## config.mk

```make
export PLATFORM = sky130hd
export DESIGN_NAME = bus_piggyback_master
export DESIGN_NICKNAME = d
export VERILOG_FILES = /design/src/rtl/bpm_pkg.sv /design/src/rtl/bpm_req_merge.sv /design/src/rtl/bpm_seq.sv /design/src/rtl/bpm_pins.sv /design/src/rtl/bus_piggyback_master.sv
export SDC_FILE = /design/constraint.sdc
export NUM_CORES = 1
export LEC_CHECK = 0
export BUFFER_PORTS_ARGS = -buffer_cell sky130_fd_sc_hd__buf_2
export CAP_MARGIN = 15
export CORE_ASPECT_RATIO = 0.8
export CORE_MARGIN = 8
export CORE_UTILIZATION = 43
export CTS_BUF_LIST = sky130_fd_sc_hd__clkbuf_4 sky130_fd_sc_hd__clkbuf_8 sky130_fd_sc_hd__clkbuf_16
export DETAILED_ROUTE_END_ITERATION = 10
export GPL_ROUTABILITY_DRIVEN = 0
export PLACE_DENSITY = 0.76
export SLEW_MARGIN = 20
export SYNTH_ARGS = -nofsm -noshare
export SYNTH_HDL_FRONTEND = slang
export SYNTH_SLANG_ARGS = --single-unit
```

## constraint.sdc

```tcl
create_clock -name clk -period 3.3 [get_ports clk]
set_clock_uncertainty 0.2 [all_clocks]
set_input_delay 0.165 -clock clk [delete_from_list [all_inputs] [get_ports clk]]
set_output_delay 0.165 -clock clk [all_outputs]
set_load 0.03 [all_outputs]
```

## src/rtl/bpm_pkg.sv

```systemverilog
package bpm_pkg;

  typedef enum logic [2:0] {
    ST_IDLE,
    ST_PEND,
    ST_HOOK,
    ST_LOAD,
    ST_SETUP,
    ST_STROBE,
    ST_HOLD,
    ST_RESP
  } bpm_state_e;

  function automatic logic owns_request(bpm_state_e s);
    return (s == ST_HOOK) || (s == ST_LOAD) || (s == ST_SETUP) ||
           (s == ST_STROBE) || (s == ST_HOLD);
  endfunction

  function automatic logic owns_bus(bpm_state_e s);
    return (s == ST_LOAD) || (s == ST_SETUP) || (s == ST_STROBE) || (s == ST_HOLD);
  endfunction

endpackage

```

## src/rtl/bpm_req_merge.sv

```systemverilog
module bpm_req_merge (
  input  logic clk,
  input  logic rst_n,
  input  logic gfx_busreq_n,
  input  logic cpu_busack_n,
  input  logic own_req_n,
  output logic cpu_busreq_n,
  output logic gfx_active,
  output logic bus_handed
);

  // Either requester low keeps the processor off the bus.
  assign cpu_busreq_n = gfx_busreq_n & own_req_n;
  assign gfx_active   = ~gfx_busreq_n;
  // Graphics engine has let go while the processor still acknowledges.
  assign bus_handed   = gfx_busreq_n & ~cpu_busack_n;

  // own request only starts on an edge where the graphics request was low
  p_req_needs_gfx_r2: assert property (@(posedge clk) disable iff (!rst_n)
    $fell(own_req_n) |-> $past(!gfx_busreq_n));

endmodule

```

## src/rtl/bpm_seq.sv

```systemverilog
module bpm_seq
  import bpm_pkg::*;
#(
  parameter int ADDR_W     = 16,
  parameter int DATA_W     = 8,
  parameter int N_LATCH    = 2,
  parameter int STROBE_CYC = 3,
  localparam int LIDX_W    = (N_LATCH > 1) ? $clog2(N_LATCH) : 1,
  localparam int CNT_W     = $clog2(STROBE_CYC + 1)
) (
  input  logic              clk,
  input  logic              rst_n,
  input  logic              cmd_valid,
  input  logic              cmd_write,
  input  logic [ADDR_W-1:0] cmd_addr,
  input  logic [DATA_W-1:0] cmd_wdata,
  output logic              cmd_ready,
  input  logic              rsp_ready,
  output logic              rsp_valid,
  output logic              rsp_write,
  output logic [DATA_W-1:0] rsp_rdata,
  input  logic              gfx_active,
  input  logic              bus_handed,
  input  logic [DATA_W-1:0] dat_in,
  output logic              own_req_n,
  output bpm_state_e        state,
  output logic [LIDX_W-1:0] lidx,
  output logic [ADDR_W-1:0] cur_addr,
  output logic [DATA_W-1:0] cur_wdata,
  output logic              cur_write
);

  localparam logic [LIDX_W-1:0] LIDX_LAST = LIDX_W'(N_LATCH - 1);
  localparam logic [CNT_W-1:0]  CNT_LAST  = CNT_W'(STROBE_CYC - 1);

  logic [CNT_W-1:0]  cnt;
  logic [DATA_W-1:0] rdata_q;

  always_ff @(posedge clk) begin
    if (!rst_n) begin
      state     <= ST_IDLE;
      lidx      <= '0;
      cnt       <= '0;
      cur_addr  <= '0;
      cur_wdata <= '0;
      cur_write <= 1'b0;
      rdata_q   <= '0;
    end else begin
      unique case (state)
        ST_IDLE: begin
          if (cmd_valid) begin
            cur_addr  <= cmd_addr;
            cur_wdata <= cmd_wdata;
            cur_write <= cmd_write;
            state     <= gfx_active ? ST_HOOK : ST_PEND;
          end
        end
        ST_PEND: begin
          if (gfx_active) state <= ST_HOOK;
        end
        ST_HOOK: begin
          if (bus_handed) begin
            state <= ST_LOAD;
            lidx  <= '0;
          end
        end
        ST_LOAD: begin
          if (lidx == LIDX_LAST) state <= ST_SETUP;
          else                   lidx  <= lidx + 1'b1;
        end
        ST_SETUP: begin
          state <= ST_STROBE;
          cnt   <= CNT_LAST;
        end
        ST_STROBE: begin
          if (cnt == '0) begin
            state <= ST_HOLD;
            if (!cur_write) rdata_q <= dat_in;
          end else begin
            cnt <= cnt - 1'b1;
          end
        end
        ST_HOLD: state <= ST_RESP;
        ST_RESP: begin
          if (rsp_ready) state <= ST_IDLE;
        end
        default: state <= ST_IDLE;
      endcase
    end
  end

  assign cmd_ready = (state == ST_IDLE);
  assign rsp_valid = (state == ST_RESP);
  assign rsp_write = cur_write;
  assign rsp_rdata = rdata_q;
  assign own_req_n = ~owns_request(state);

  // a taken command closes the command port on the next cycle
  p_one_cmd_r1: assert property (@(posedge clk) disable iff (!rst_n)
    (cmd_valid && cmd_ready) |=> !cmd_ready);

  // ownership starts only after the hand-over was seen
  p_grant_seen_r4: assert property (@(posedge clk) disable iff (!rst_n)
    (state == ST_LOAD && $past(state) == ST_HOOK) |-> $past(bus_handed && !gfx_active));

  // a stalled response holds its contents
  p_rsp_stable_r9: assert property (@(posedge clk) disable iff (!rst_n)
    (rsp_valid && !rsp_ready) |=> (rsp_valid && $stable(rsp_rdata) && $stable(rsp_write)));

endmodule

```

## src/rtl/bpm_pins.sv

```systemverilog
module bpm_pins
  import bpm_pkg::*;
#(
  parameter int ADDR_W   = 16,
  parameter int DATA_W   = 8,
  parameter int N_LATCH  = 2,
  localparam int LIDX_W  = (N_LATCH > 1) ? $clog2(N_LATCH) : 1
) (
  input  logic               clk,
  input  logic               rst_n,
  input  bpm_state_e         state,
  input  logic [LIDX_W-1:0]  lidx,
  input  logic [ADDR_W-1:0]  cur_addr,
  input  logic [DATA_W-1:0]  cur_wdata,
  input  logic               cur_write,
  output logic [DATA_W-1:0]  lat_d,
  output logic [N_LATCH-1:0] lat_le,
  output logic               addr_oe_n,
  output logic               ctl_oe,
  output logic               mreq_n,
  output logic               ioreq_n,
  output logic               rd_n,
  output logic               wr_n,
  output logic               dat_oe,
  output logic [DATA_W-1:0]  dat_out
);

  logic [DATA_W-1:0] slice [N_LATCH];
  logic              access_win;
  logic              strobing;

  genvar g;
  generate
    for (g = 0; g < N_LATCH; g++) begin : g_latch
      assign slice[g]  = cur_addr[g*DATA_W +: DATA_W];
      assign lat_le[g] = (state == ST_LOAD) && (lidx == LIDX_W'(g));
      if (g > 0) begin : g_order
        // each latch loads right after the one below it
        p_latch_order_r5: assert property (@(posedge clk) disable iff (!rst_n)
          lat_le[g] |-> $past(lat_le[g-1]));
      end
    end
  endgenerate

  assign lat_d      = slice[lidx];
  assign access_win = (state == ST_SETUP) || (state == ST_STROBE) || (state == ST_HOLD);
  assign strobing   = (state == ST_STROBE);

  assign ctl_oe    = owns_bus(state);
  assign addr_oe_n = ~access_win;
  assign mreq_n    = ~strobing;
  assign rd_n      = ~(strobing && !cur_write);
  assign wr_n      = ~(strobing && cur_write);
  assign ioreq_n   = 1'b1;
  assign dat_oe    = access_win && cur_write;
  assign dat_out   = cur_wdata;

  // never read and write at once, and both only with memory request
  p_one_dir_r6: assert property (@(posedge clk) disable iff (!rst_n)
    $onehot0({~rd_n, ~wr_n}));
  p_dir_needs_mreq_r6: assert property (@(posedge clk) disable iff (!rst_n)
    (!rd_n || !wr_n) |-> !mreq_n);

  // write data set up before and held after the write strobe
  p_wr_setup_r7: assert property (@(posedge clk) disable iff (!rst_n)
    $fell(wr_n) |-> $past(dat_oe));
  p_wr_hold_r7: assert property (@(posedge clk) disable iff (!rst_n)
    $rose(wr_n) |-> dat_oe);

  // nothing is driven outside ownership
  p_quiet_r8: assert property (@(posedge clk) disable iff (!rst_n)
    !ctl_oe |-> (!dat_oe && addr_oe_n));

endmodule

```

## src/rtl/bus_piggyback_master.sv

```systemverilog
module bus_piggyback_master
  import bpm_pkg::*;
#(
  parameter int ADDR_W     = 16,
  parameter int DATA_W     = 8,
  parameter int STROBE_CYC = 3,
  localparam int N_LATCH   = ADDR_W / DATA_W,
  localparam int LIDX_W    = (N_LATCH > 1) ? $clog2(N_LATCH) : 1
) (
  input  logic               clk,
  input  logic               rst_n,
  input  logic               cmd_valid,
  output logic               cmd_ready,
  input  logic               cmd_write,
  input  logic [ADDR_W-1:0]  cmd_addr,
  input  logic [DATA_W-1:0]  cmd_wdata,
  output logic               rsp_valid,
  input  logic               rsp_ready,
  output logic               rsp_write,
  output logic [DATA_W-1:0]  rsp_rdata,
  input  logic               gfx_busreq_n,
  input  logic               cpu_busack_n,
  output logic               cpu_busreq_n,
  output logic [DATA_W-1:0]  lat_d,
  output logic [N_LATCH-1:0] lat_le,
  output logic               addr_oe_n,
  output logic               ctl_oe,
  output logic               mreq_n,
  output logic               ioreq_n,
  output logic               rd_n,
  output logic               wr_n,
  output logic               dat_oe,
  output logic [DATA_W-1:0]  dat_out,
  input  logic [DATA_W-1:0]  dat_in
);

  logic              own_req_n;
  logic              gfx_active;
  logic              bus_handed;
  bpm_state_e        state;
  logic [LIDX_W-1:0] lidx;
  logic [ADDR_W-1:0] cur_addr;
  logic [DATA_W-1:0] cur_wdata;
  logic              cur_write;

  bpm_req_merge u_merge (
    .clk          (clk),
    .rst_n        (rst_n),
    .gfx_busreq_n (gfx_busreq_n),
    .cpu_busack_n (cpu_busack_n),
    .own_req_n    (own_req_n),
    .cpu_busreq_n (cpu_busreq_n),
    .gfx_active   (gfx_active),
    .bus_handed   (bus_handed)
  );

  bpm_seq #(
    .ADDR_W     (ADDR_W),
    .DATA_W     (DATA_W),
    .N_LATCH    (N_LATCH),
    .STROBE_CYC (STROBE_CYC)
  ) u_seq (
    .clk        (clk),
    .rst_n      (rst_n),
    .cmd_valid  (cmd_valid),
    .cmd_write  (cmd_write),
    .cmd_addr   (cmd_addr),
    .cmd_wdata  (cmd_wdata),
    .cmd_ready  (cmd_ready),
    .rsp_ready  (rsp_ready),
    .rsp_valid  (rsp_valid),
    .rsp_write  (rsp_write),
    .rsp_rdata  (rsp_rdata),
    .gfx_active (gfx_active),
    .bus_handed (bus_handed),
    .dat_in     (dat_in),
    .own_req_n  (own_req_n),
    .state      (state),
    .lidx       (lidx),
    .cur_addr   (cur_addr),
    .cur_wdata  (cur_wdata),
    .cur_write  (cur_write)
  );

  bpm_pins #(
    .ADDR_W  (ADDR_W),
    .DATA_W  (DATA_W),
    .N_LATCH (N_LATCH)
  ) u_pins (
    .clk       (clk),
    .rst_n     (rst_n),
    .state     (state),
    .lidx      (lidx),
    .cur_addr  (cur_addr),
    .cur_wdata (cur_wdata),
    .cur_write (cur_write),
    .lat_d     (lat_d),
    .lat_le    (lat_le),
    .addr_oe_n (addr_oe_n),
    .ctl_oe    (ctl_oe),
    .mreq_n    (mreq_n),
    .ioreq_n   (ioreq_n),
    .rd_n      (rd_n),
    .wr_n      (wr_n),
    .dat_oe    (dat_oe),
    .dat_out   (dat_out)
  );

  // while driving the bus the merged request keeps the processor away
  p_hold_kept_r3: assert property (@(posedge clk) disable iff (!rst_n)
    ctl_oe |-> !cpu_busreq_n);

endmodule

```

Yosys cells after proc, flatten, opt, wreduce, memory -nomap -nowiden
Cells that the tools add are included.
{"block": "totals", "regBits": 39}
{"block": "op_classes", "n_addsub": 2, "n_lt_le_gt_ge": 1, "eq_ne": 14, "n_mux": 16, "n_bitwise": 11, "n_reduce_logical": 24}
{"cell": "8-bit two-way mux", "count": 3}
{"cell": "3-bit case mux with 8 select lines", "count": 1}
{"cell": "3-bit two-way mux", "count": 6}
{"cell": "3-bit equality test (second input constant)", "count": 4}
{"cell": "2-bit != test (second input constant)", "count": 6}
{"cell": "1-bit logical OR", "count": 9}
{"cell": "1-bit inverter", "count": 8}
{"cell": "3-bit by 2-bit equality test with 1-bit output (second input constant)", "count": 2}
{"cell": "2-bit AND reduction", "count": 3}
{"cell": "6-bit AND reduction", "count": 1}
{"cell": "1-bit logical AND", "count": 5}
{"cell": "2-bit two-way mux", "count": 2}
{"cell": "2-bit case mux with 2 select lines", "count": 1}
{"cell": "2-bit nonzero test", "count": 2}
{"cell": "3-bit by 1-bit equality test with 1-bit output (second input constant)", "count": 1}
{"cell": "3-bit zero test", "count": 1}
{"cell": "3-bit AND reduction", "count": 1}
{"cell": "1-bit AND", "count": 2}
{"cell": "2-bit >= comparator (second input constant)", "count": 1}
{"cell": "2-bit zero test", "count": 1}
{"cell": "1-bit two-way mux", "count": 2}
{"cell": "2-bit by 1-bit != test with 1-bit output (second input constant)", "count": 1}
{"cell": "1-bit inverter with 2-bit output", "count": 1}
{"cell": "1-bit case mux with 2 select lines", "count": 1}
{"cell": "other kinds (3)", "count": 3}

Logic depth before layout (Yosys ltp)
Gate-level depths: netlist of the first run.
{"block": "depth", "ltp_word": 7, "depth_mapped": 8, "mapped_depth_nobuf": 6}

Hierarchy
From an unflattened synthesis of the first run, not the netlist that was laid out.
{"block": "unflattened", "cells_unflattened": 237, "hier_area_um2": 1909.3}
{"module": "bpm_seq", "n_inst": 1, "cells_per_inst": 206, "area_each_um2": 1654.1, "seq_area_each_um2": 780.7}
{"module": "bpm_pins", "n_inst": 1, "cells_per_inst": 28, "area_each_um2": 231.5, "seq_area_each_um2": 0.0}
{"module": "bpm_req_merge", "n_inst": 1, "cells_per_inst": 3, "area_each_um2": 23.8, "seq_area_each_um2": 0.0}

Worst setup path after synthesis of the first run
No wires, ideal clock.
{"block": "synth_timing", "path_type": "register to output", "start": "register u_seq.state[1]", "end": "output cpu_busreq_n", "arrival_time_ns": 2.225, "required_time_ns": 2.935, "path_slack_ns": 0.710, "path_stages_with_launch": 7, "path_cell_list": "dfxtp_1 -> inv_1 -> ha_1 -> buf_4 -> o31ai_2 -> nand2_1 -> nor2_1"}
{"block": "synth_via", "elab_chain_cells": 7, "word_cells_on_any_way": 11}
{"element": "start: declaration", "line": "bpm_seq.sv:26", "source": "output bpm_state_e state,"}
{"element": "start signal: assignment", "line": "bpm_seq.sv:55", "source": "state <= gfx_active ? ST_HOOK : ST_PEND;"}
{"element": "3-bit by 2-bit equality test with 1-bit output", "line": "bpm_pkg.sv:15", "source": "return (s == ST_HOOK) || (s == ST_LOAD) || (s == ST_SETUP) ||"}
{"element": "1-bit logical OR (3 in series)", "line": "bpm_pkg.sv:15"}
{"element": "1-bit logical OR (*)", "line": "bpm_pkg.sv:16", "source": "(s == ST_STROBE) || (s == ST_HOLD);"}
{"element": "1-bit inverter (*)", "line": "bpm_seq.sv:96", "source": "assign own_req_n = ~owns_request(state);"}
{"element": "1-bit AND (*)", "line": "bpm_req_merge.sv:13", "source": "assign cpu_busreq_n = gfx_busreq_n & own_req_n;"}
{"element": "end: declaration", "line": "bus_piggyback_master.sv:23", "source": "output logic cpu_busreq_n,"}
Every way passes the cells marked *; elsewhere a longest branch is shown, timed or not.

Worst setup path after layout of the first run
Ends and elaborated chain as after synthesis.

==> results of run 1 <==
cell families (layout without fill, tap and decap cells):
family          Yosys count  count (layout)  synth area share [%]
other cells               1               1                 0.209
fa+ha+maj                 5               5                  3.49
buf+inv                  22             125                  7.06
compound gates           47              47                  15.4
simple gates             96              96                  22.9
flops                    39              39                  43.6
mux                      12              12                  7.27
placed cells by master (no fill, tap or decap):
cell type / instances
a32oi_2: 1
dlygate4sd3_1: 34
nor2_1: 6
conb_1: 1
dfxtp_1: 39
inv_2: 1
o31ai_1: 1
ha_1: 5
mux2i_1: 4
buf_2: 74
clkbuf_8: 6
a221oi_1: 2
inv_4: 1
nand2b_1: 5
clkinv_2: 1
nand2_1: 76
bufinv_16: 1
nor3b_4: 1
and2_1: 2
o31ai_2: 1
o21ai_0: 3
nand3_1: 4
a21o_1: 2
nand4_1: 1
a22oi_1: 1
a222oi_1: 1
mux2_2: 8
inv_1: 7
a21oi_1: 35
nor2b_4: 1
path summary, 6_finish.rpt:
| kind | startpoint | to | cells past startpoint | slack, ns |
|---|---|---|---|---|
| setup / recovery | u_seq.state[1]$_SDFFE_PN0P_ | cpu_busreq_n | 6 | 1.15 |
| hold / removal | gfx_busreq_n | u_seq.state[1]$_SDFFE_PN0P_ | 4 | 0.10 |
| setup reg to reg | u_seq.state[1]$_SDFFE_PN0P_ | u_seq.cur_wdata[5]$_SDFFE_PN0P_ | 6 | 1.20 |
| hold reg to reg | u_seq.cur_wdata[7]$_SDFFE_PN0P_ | u_seq.cur_wdata[7]$_SDFFE_PN0P_ | 2 | 0.25 |
worst max-delay path: cells and delay by family, from the launching register on:
family                   cells  cell delay, ns
AO/OA/AOI/OAI                1            0.29
adder cells (fa/ha/maj)      1            0.32
buffers and inverters        2            0.28
flip-flops                   1            0.37
AND/OR/NAND/NOR              2            0.25
synthesized netlist by cell type, drive strengths merged (3+ instances only):
cell type   n
nand2      76
dfxtp      39
a21oi      35
buf        10
inv         9
mux2        8
nor2        6
ha          5
nand2b      5
mux2i       4
nand3       4
clkbuf      3
o21ai       3
metrics by stage:
step,hold slack [ns],power (uW)
2_1_floorplan,0.101,1070
3_3_place_gp,0.206,1170
3_5_place_dp,0.211,1180
4_1_cts,0.0882,1620
5_1_grt,0.116,1700
6_report,0.102,1600
area by class of cell:
| class | count | area [um^2] |
|---|---|---|
| fillers | 378 | 1500 |
| multi-input cells | 161 | 883 |
| flip-flops and latches | 39 | 781 |
| repair buffers | 108 | 711 |
| clock buffers | 6 | 82.6 |
| well taps | 57 | 71.3 |
| inverters | 9 | 36.3 |
| clock inverters | 2 | 35.0 |
registers in the layout, summed over array words and instances (netlist names):
signal	flops
u_seq.lidx	1
u_seq.cur_addr	16
u_seq.cur_write	1
u_seq.state	3
u_seq.rsp_rdata	8
u_seq.cnt	2
u_seq.cur_wdata	8
where the power goes:
| part | leakage [uW] | switching, uW | internal, uW | total [uW] |
|---|---|---|---|---|
| clock | 0.0000612 | 161 | 245 | 406 |
| combinational | 0.000793 | 380 | 226 | 606 |
| sequential | 0.000318 | 50.1 | 541 | 592 |
layer usage:
| metal | up-vias | share of wire, % | GRT usage, % | routed length, um |
|---|---|---|---|---|
| met5 | - | 0 | 0 | 0 |
| met4 | 0 | 0.28 | 3.36 | 14 |
| met3 | 2 | 7.3 | 5.92 | 361 |
| met2 | 41 | 49 | 26.5 | 2410 |
| met1 | 811 | 44 | 17.7 | 2160 |
| li1 | 934 | - | - | - |
==> summary.txt, run 1 <==
STA
  • Setup TNS: 0 ns
  • Fin crit period: 2.15 ns
  • Slew Viols, Final: 0
  • Least-Margin Pin Slew: 0.847 ns
  • RSZ-0062 raised after global routing: false
  • Max-slew headroom: 43.5%
  • Final hold vios: 0
  • Fmax: 0.465 GHz
  • Final Cycle Share: 65.2%
  • Worst setup margin: 1.15 ns
  • Final setup viols: 0

Job
  • Maxcap violations: 0

Drt
  • Remaining antenna violation count after routing: 0
  • WL final: 4.95 mm
  • DR vias: 1,788
  • Vias per inst: 4.68
  • DR iter-0 viols: 63
  • Drt drc: 0
  • Pre-antenna DRT Iters: 4
  • DR WL/cell: 13.0 um

Worst setup path
  • Slowest CP cell: dfxtp_1
  • Worst-path maximum fanout: 11
  • CP Cell Sequence: inv_1 > ha_1 > o31ai_2 > nand2_1 > nor2_1 > buf_2
  • Crit end category: output port
  • Critical path type: reg -> out
  • Crit path largest cell delay: 0.37 ns
  • Worst Path Arrival: 1.79 ns
  • Data required, critical path: 2.93 ns
  • CP Launch Type: flip-flop

Global routing
  • GRT Overall Usage: 15.4%
  • First-pass GRT wire length: 7.90 mm
  • Antenna violations before repair: 0
  • Number of global-route vias before repair: 1,657
  • Total grt overflow: 0
  • Largest net degree at the start of global routing: 38

Logic synthesis
  • Yosys top cell area share: 43.6%
  • Post-synthesis register bit count: 39
  • Main flop type after synthesis: dfxtp_1
  • Async S/R FF share, synth: 0%
  • Unique masters post-synth: 29
  • Total number of yosys warnings: 0
  • Cell count after synthesis: 222
  • Syn_area_per_cell: 8.07 um^2
  • Synthesized area: 1790 um^2
  • EDFF count, synth: 0
  • Synth top area cells: dfxtp_1, nand2_1, a21oi_1
  • Syn Nets: 266
  • Sequential-to-total area share from yosys stat: 43.6%
  • Synth area leader: dfxtp_1

Floorplanning
  • Standard-cell rows: 21
  • Core area: 4100 um^2
  • Chip width: 88.1 um
  • Chip height: 73.7 um
  • Initial Util: 43.7%
  • Die footprint: 6500 um^2
  • Ports: 76

Final layout
  • Post-Layout Inst Area: 2600 um^2
  • Final Non-Filler Cells: 382
  • Nets: 368
  • Utilization of the core after routing: 63.4%
  • Synthesis-to-finish area growth: 45.2%
  • Number of antenna diodes: 0
  • Layout cells sized above 1: 29.5%

Clock tree
  • Setup Buffers After CTS: 0
  • Clock buffers created by TritonCTS: 5
  • Post-cts resize count: 0
  • Clock sinks: 39
  • Max Root-Sink Buffers: 2
  • CTS root buf: clkbuf_8
  • CTS tree: yes
  • Clk slew on worst S/H paths: 0.07 ns
  • Hold Buf Count CTS: 34
  • Max H-tree Level: 2
  • Clk Latency, worst-skew pair: 0.28 ns

Power
  • Pleak: 0.00117 uW
  • VDD IR max: 0.423 mV
  • Cell area power density: 617 nW/um^2

Placed design
  • Post-DP Area: 2140 um^2
  • I/O Buffers: 74
  • Placed Cells: 340
  • DP HPWL: 3.20 mm
  • Place WS: 1.19 ns

Status
  • Status: finished clean

Worst hold path
  • Hold crit path type: in -> reg
Power figures use the tool's default switching activity.
==> run 2: changes to the inputs <==
==> constraint.sdc (replaced) <==
create_clock -name clk -period 2.2 [get_ports clk]
set_clock_uncertainty 0.2 [all_clocks]
set_input_delay 0.11 -clock clk [delete_from_list [all_inputs] [get_ports clk]]
set_output_delay 0.11 -clock clk [all_outputs]
set_load 0.03 [all_outputs]
==> run 2 against run 1 <==
  * Combinational power is 64% higher
  * Design area is 0.72% higher
  * Highest routed layer unchanged
  * Largest cell class unchanged
  * Critical path depth did not move
==> summary.txt, run 2 (same netlist as run 1, synthesis figures left out) <==
Status
  • Status: finished clean (unchanged)

STA
  • Fin crit period: 2.04 ns
  • Final setup viols: 0 (unchanged)
  • Fmax: 0.489 GHz
  • Setup TNS: 0 ns (unchanged)
  • Final Cycle Share: 92.9%
  • Slew Viols, Final: 0 (unchanged)
  • Least-Margin Pin Slew: 0.626 ns (was 0.847 ns)
  • WHS: 0.0570 ns (was 0.102 ns)
  • Final hold vios: 0 (unchanged)
  • Max-slew headroom: 58.2% (was 43.5%)
  • RSZ-0062 raised after global routing: false (unchanged)

Worst hold path
  • Hold depth: 4 (unchanged)
  • Hold Path Origin: gfx_busreq_n (unchanged)
  • Hold crit path type: in -> reg (unchanged)

Final layout
  • Number of antenna diodes: 0 (unchanged)
  • Post-Layout Inst Area: 2620 um^2 (was 2600 um^2)
  • Final Non-Filler Cells: 385 (was 382)
  • Fillcell total: 367 (was 378)
  • Commonest non-fill, non-tap cell in the layout: nand2_1 (unchanged)
  • Synthesis-to-finish area growth: 46.3% (was 45.2%)
  • Layout cells sized above 1: 31.4% (was 29.5%)
  • Top reg by flops: u_seq.cur_addr (unchanged)
  • Number of flip-flops under the largest register name: 16 (unchanged)
  • Most frequent cells in the layout: nand2_1, buf_2, dfxtp_1 (unchanged)
  • Nets: 372 (was 368)

Floorplanning
  • Ports: 76 (unchanged)
  • Chip height: 73.7 um (unchanged)
  • Core area: 4100 um^2 (unchanged)
  • Standard-cell rows: 21 (unchanged)
  • Chip width: 88.1 um (unchanged)
  • Initial Util: 43.7% (unchanged)
  • Die footprint: 6500 um^2 (unchanged)

Clock tree
  • Clk slew on worst S/H paths: 0.07 ns (about the same)
  • Setup Buffers After CTS: 0 (unchanged)
  • Clock buffers created by TritonCTS: 5 (unchanged)
  • Clock sinks: 39 (unchanged)
  • Clk Latency, worst-skew pair: 0.28 ns (about the same)
  • Max H-tree Level: 2 (unchanged)
  • CTS root buf: clkbuf_8 (unchanged)
  • CTS tree: yes (unchanged)
  • Max Root-Sink Buffers: 2 (unchanged)

Worst setup path
  • Critical path type: reg -> out (unchanged)
  • Worst r2r path cells: 6 (unchanged)
  • Data required, critical path: 1.89 ns (was 2.93 ns)
  • CP Launch Point: u_seq.state[0]$_SDFFE_PN0P_ (was u_seq.state[1]$_SDFFE_PN0P_)
  • R2r startpoint: u_seq.state[1]$_SDFFE_PN0P_ (unchanged)
  • CP Launch Type: flip-flop (unchanged)
  • Worst Path Arrival: 1.73 ns (was 1.79 ns)
  • Worst-path maximum fanout: 5 (was 11)
  • Crit end category: output port (unchanged)

Drt
  • DR iter-0 viols: 95 (was 63)
  • Remaining antenna violation count after routing: 0 (unchanged)
  • Pre-antenna DRT Iters: 5 (was 4)
  • WL final: 5.30 mm (was 4.95 mm)
  • DR WL/cell: 13.8 um (was 13.0 um)
  • DR vias: 1,861 (was 1,788)
  • Drt drc: 0 (unchanged)
  • Vias per inst: 4.83 (was 4.68)

Job
  • Maxcap violations: 0 (unchanged)

Global routing
  • Number of global-route vias before repair: 1,823 (was 1,657)
  • GRT Overall Usage: 16.4% (was 15.4%)
  • Total grt overflow: 0 (unchanged)
  • First-pass GRT wire length: 8.36 mm (was 7.90 mm)
  • Antenna violations before repair: 0 (unchanged)
  • Largest net degree at the start of global routing: 38 (unchanged)

Power
  • Pleak: 0.00118 uW (was 0.00117 uW)
  • Cell area power density: 899 nW/um^2 (was 617 nW/um^2)
  • VDD IR max: 0.465 mV (was 0.423 mV)
  • Total power: 2350 uW (was 1600 uW)

Placed design
  • Post-DP Area: 2180 um^2 (was 2140 um^2)
  • DP HPWL: 3.38 mm (was 3.20 mm)
  • I/O Buffers: 74 (unchanged)
  • Placed Cells: 344 (was 340)
run 2: changes by cell type in the layout (fill, tap and decap cells not counted):
cell / delta
o31ai_4: +1
ha_2: +3
bufinv_16: -1
o31ai_2: -1
buf_4: +4
nor2_2: +1
nor2_1: -1
ha_1: -3
run 2: path summary, 6_finish.rpt:
| kind | end | slack, ns |
|---|---|---|
| hold reg to reg | u_seq.cur_addr[15]$_SDFFE_PN0P_ | 0.25 |
| hold / removal | u_seq.state[1]$_SDFFE_PN0P_ | 0.06 |
| setup / recovery | cpu_busreq_n | 0.16 |
| setup reg to reg | u_seq.rsp_rdata[2]$_SDFFE_PN0P_ | 0.41 |
run 2: stage by stage:
step           utilization (%)  setup slack [ns]
3_5_place_dp              53.3             0.302
3_3_place_gp              53.3             0.401
6_report                  63.9             0.156
5_1_grt                   63.9            0.0392
4_1_cts                   63.7            0.0843
2_1_floorplan                -            0.0325
run 2: area by class of cell:
type	count	area [um^2]	area share (%)
flip-flops and latches	39	781	29.8
well taps	57	71.3	2.72
clock inverters	1	5.00	0.191
repair buffers	112	741	28.3
multi-input cells	161	902	34.4
inverters	9	36.3	1.39
clock buffers	6	82.6	3.15
run 2: what timing repair did:
action | 4_1_cts | 5_1_grt
setup endpoints to repair | 0 | 1
endpoints found under the hold margin | 36 | 0
gates resized for setup | 0 | 3
hold buffers | 34 | 0
run 2: worst max-delay path, stage by stage, from the launching register on:
cell	delay (ns)
dfxtp_1	0.39
inv_1	0.09
ha_2	0.24
o31ai_4	0.28
nand2_1	0.14
nor2_2	0.11
buf_2	0.20
run 2: power by group:
group          internal, uW  switching [uW]  leakage, uW
Sequential              812            69.1     0.000318
Clock                   246             235    0.0000470
Combinational           375             616     0.000811
Total                  1430             920      0.00118
run 2: layer usage:
metal | up-vias | GRT usage (%) | share of wire [%]
met5 | - | 0 | 0
met4 | 0 | 3.93 | 0.43
met3 | 2 | 5.25 | 7.3
met2 | 59 | 28.8 | 51
met1 | 859 | 18.7 | 41
li1 | 941 | - | -
==> run 3: changes to the inputs <==
--- a/config.mk
+++ b/config.mk
@@ -8,7 +8,7 @@
 export BUFFER_PORTS_ARGS = -buffer_cell sky130_fd_sc_hd__buf_2
 export CAP_MARGIN = 15
 export CORE_ASPECT_RATIO = 0.8
-export CORE_MARGIN = 8
+export CORE_MARGIN = 3
 export CORE_UTILIZATION = 43
 export CTS_BUF_LIST = sky130_fd_sc_hd__clkbuf_4 sky130_fd_sc_hd__clkbuf_8 sky130_fd_sc_hd__clkbuf_16
 export DETAILED_ROUTE_END_ITERATION = 10
==> run 3 against run 2 <==
  * Utilization up 3.5 points
  * Worst hold slack lost 0.017 ns
  * Register-to-register slack barely moved
  * Design area grew 0.53%
  * Die area shrank 23%
  * Sequential cell count is the same
  * Routed wire length down 12%
  * First-iteration DRC count down 18%
  * Critical path type unchanged
==> summary.txt, run 3 (same netlist as run 1, synthesis figures left out) <==
Status
  • Status: finished clean (unchanged)

Worst setup path
  • Worst-path maximum fanout: 5 (unchanged)
  • Data required, critical path: 1.89 ns (about the same)
  • Crit end category: output port (unchanged)
  • CP Launch Type: flip-flop (unchanged)
  • Critical path type: reg -> out (unchanged)
  • Worst Path Arrival: 1.72 ns (was 1.73 ns)

Final layout
  • Synthesis-to-finish area growth: 47.0% (was 46.3%)
  • Layout cells sized above 1: 31.6% (was 31.4%)
  • Nets: 372 (unchanged)
  • Number of flip-flops under the largest register name: 16 (unchanged)
  • Utilization of the core after routing: 67.4% (was 63.9%)
  • Top reg by flops: u_seq.cur_addr (unchanged)
  • Most frequent cells in the layout: nand2_1, buf_2, dfxtp_1 (unchanged)
  • Final Non-Filler Cells: 384 (was 385)
  • Number of antenna diodes: 0 (unchanged)
  • Commonest non-fill, non-tap cell in the layout: nand2_1 (unchanged)
  • Post-Layout Inst Area: 2630 um^2 (was 2620 um^2)

STA
  • Fmax: 0.492 GHz (was 0.489 GHz)
  • Final hold vios: 0 (unchanged)
  • Slew Viols, Final: 0 (unchanged)
  • RSZ-0062 raised after global routing: false (unchanged)
  • Fin crit period: 2.03 ns (was 2.04 ns)
  • Final Cycle Share: 92.4% (was 92.9%)
  • Setup TNS: 0 ns (unchanged)
  • Final setup viols: 0 (unchanged)
  • Least-Margin Pin Slew: 0.616 ns (was 0.626 ns)
  • Max-slew headroom: 58.9% (was 58.2%)

Floorplanning
  • Initial Util: 45.9% (was 43.7%)
  • Standard-cell rows: 20 (was 21)
  • Chip width: 78.1 um (was 88.1 um)
  • Die footprint: 4980 um^2 (was 6500 um^2)
  • Chip height: 63.7 um (was 73.7 um)
  • Core area: 3900 um^2 (was 4100 um^2)
  • Ports: 76 (unchanged)

Global routing
  • Largest net degree at the start of global routing: 38 (unchanged)
  • Number of global-route vias before repair: 1,751 (was 1,823)
  • First-pass GRT wire length: 7.87 mm (was 8.36 mm)
  • GRT Overall Usage: 19.5% (was 16.4%)
  • Total grt overflow: 0 (unchanged)
  • Antenna violations before repair: 0 (unchanged)

Worst hold path
  • Hold crit path type: in -> reg (unchanged)

Placed design
  • I/O Buffers: 74 (unchanged)
  • Placed Cells: 342 (was 344)
  • DP HPWL: 2.93 mm (was 3.38 mm)
  • Post-DP Area: 2180 um^2 (about the same)

Clock tree
  • Max Root-Sink Buffers: 2 (unchanged)
  • Setup Buffers After CTS: 0 (unchanged)
  • Clk slew on worst S/H paths: 0.07 ns (about the same)
  • Max H-tree Level: 2 (unchanged)
  • CTS tree: yes (unchanged)
  • Clk Latency, worst-skew pair: 0.27 ns (was 0.28 ns)
  • Clock buffers created by TritonCTS: 5 (unchanged)
  • CTS root buf: clkbuf_8 (unchanged)
  • Clock sinks: 39 (unchanged)

Job
  • Maxcap violations: 0 (unchanged)

Power
  • Cell area power density: 900 nW/um^2 (was 899 nW/um^2)
  • VDD IR max: 0.457 mV (was 0.465 mV)
  • Pleak: 0.00118 uW (about the same)

Drt
  • DR WL/cell: 12.1 um (was 13.8 um)
  • WL final: 4.65 mm (was 5.30 mm)
  • DR vias: 1,798 (was 1,861)
  • Drt drc: 0 (unchanged)
  • DR iter-0 viols: 78 (was 95)
  • Vias per inst: 4.68 (was 4.83)
  • Remaining antenna violation count after routing: 0 (unchanged)
  • Pre-antenna DRT Iters: 4 (was 5)
run 3: power breakdown:
part	leakage [uW]	internal (uW)	switching, uW
clock	0.0000549	298	222
sequential	0.000318	813	69.6
combinational	0.000811	372	596
total	0.00118	1480	887
run 3: cell type report:
cell class	instances	area, um^2
flip-flops and latches	39	781
well taps	55	68.8
inverters	9	36.3
repair buffers	112	741
clock buffers	8	104
fillers	353	1270
multi-input cells	161	902
run 3: worst paths after layout:
kind | slack [ns] | to | from | cells past startpoint
setup / recovery | 0.17 | cpu_busreq_n | u_seq.state[0]$_SDFFE_PN0P_ | 6
hold reg to reg | 0.25 | u_seq.cur_wdata[5]$_SDFFE_PN0P_ | u_seq.cur_wdata[5]$_SDFFE_PN0P_ | 2
setup reg to reg | 0.42 | u_seq.rsp_rdata[2]$_SDFFE_PN0P_ | u_seq.state[1]$_SDFFE_PN0P_ | 6
hold / removal | 0.04 | u_seq.state[1]$_SDFFE_PN0P_ | gfx_busreq_n | 4
run 3: what timing repair did:
item                       CTS  global route
setup endpoints to repair    0             1
hold endpoints to repair    36             0
hold buffers                34             0
resized for setup            0             3
run 3: metrics by stage:
| step | hold WS [ns] | total power [uW] | setup slack [ns] |
|---|---|---|---|
| finish | 0.0404 | 2370 | 0.167 |
| global route | 0.0782 | 2550 | 0.0336 |
| CTS | 0.0281 | 2390 | 0.0930 |
| detailed placement | 0.155 | 1810 | 0.292 |
| global placement | 0.151 | 1800 | 0.383 |
| floorplan | 0.0460 | 1620 | 0.0325 |
run 3: per-layer routing:
metal	routed length [um]	up-vias	global-route usage [%]
met2	2270	48	33.4
met4	57	0	5.90
met5	0	-	0
li1	-	941	-
met3	237	4	4.86
met1	2090	805	24.1
run 3: critical path: stages (launching register included):
cell	delay, ns
dfxtp_1	0.39
inv_1	0.09
ha_2	0.24
o31ai_4	0.28
nand2_1	0.14
nor2_2	0.11
buf_2	0.20
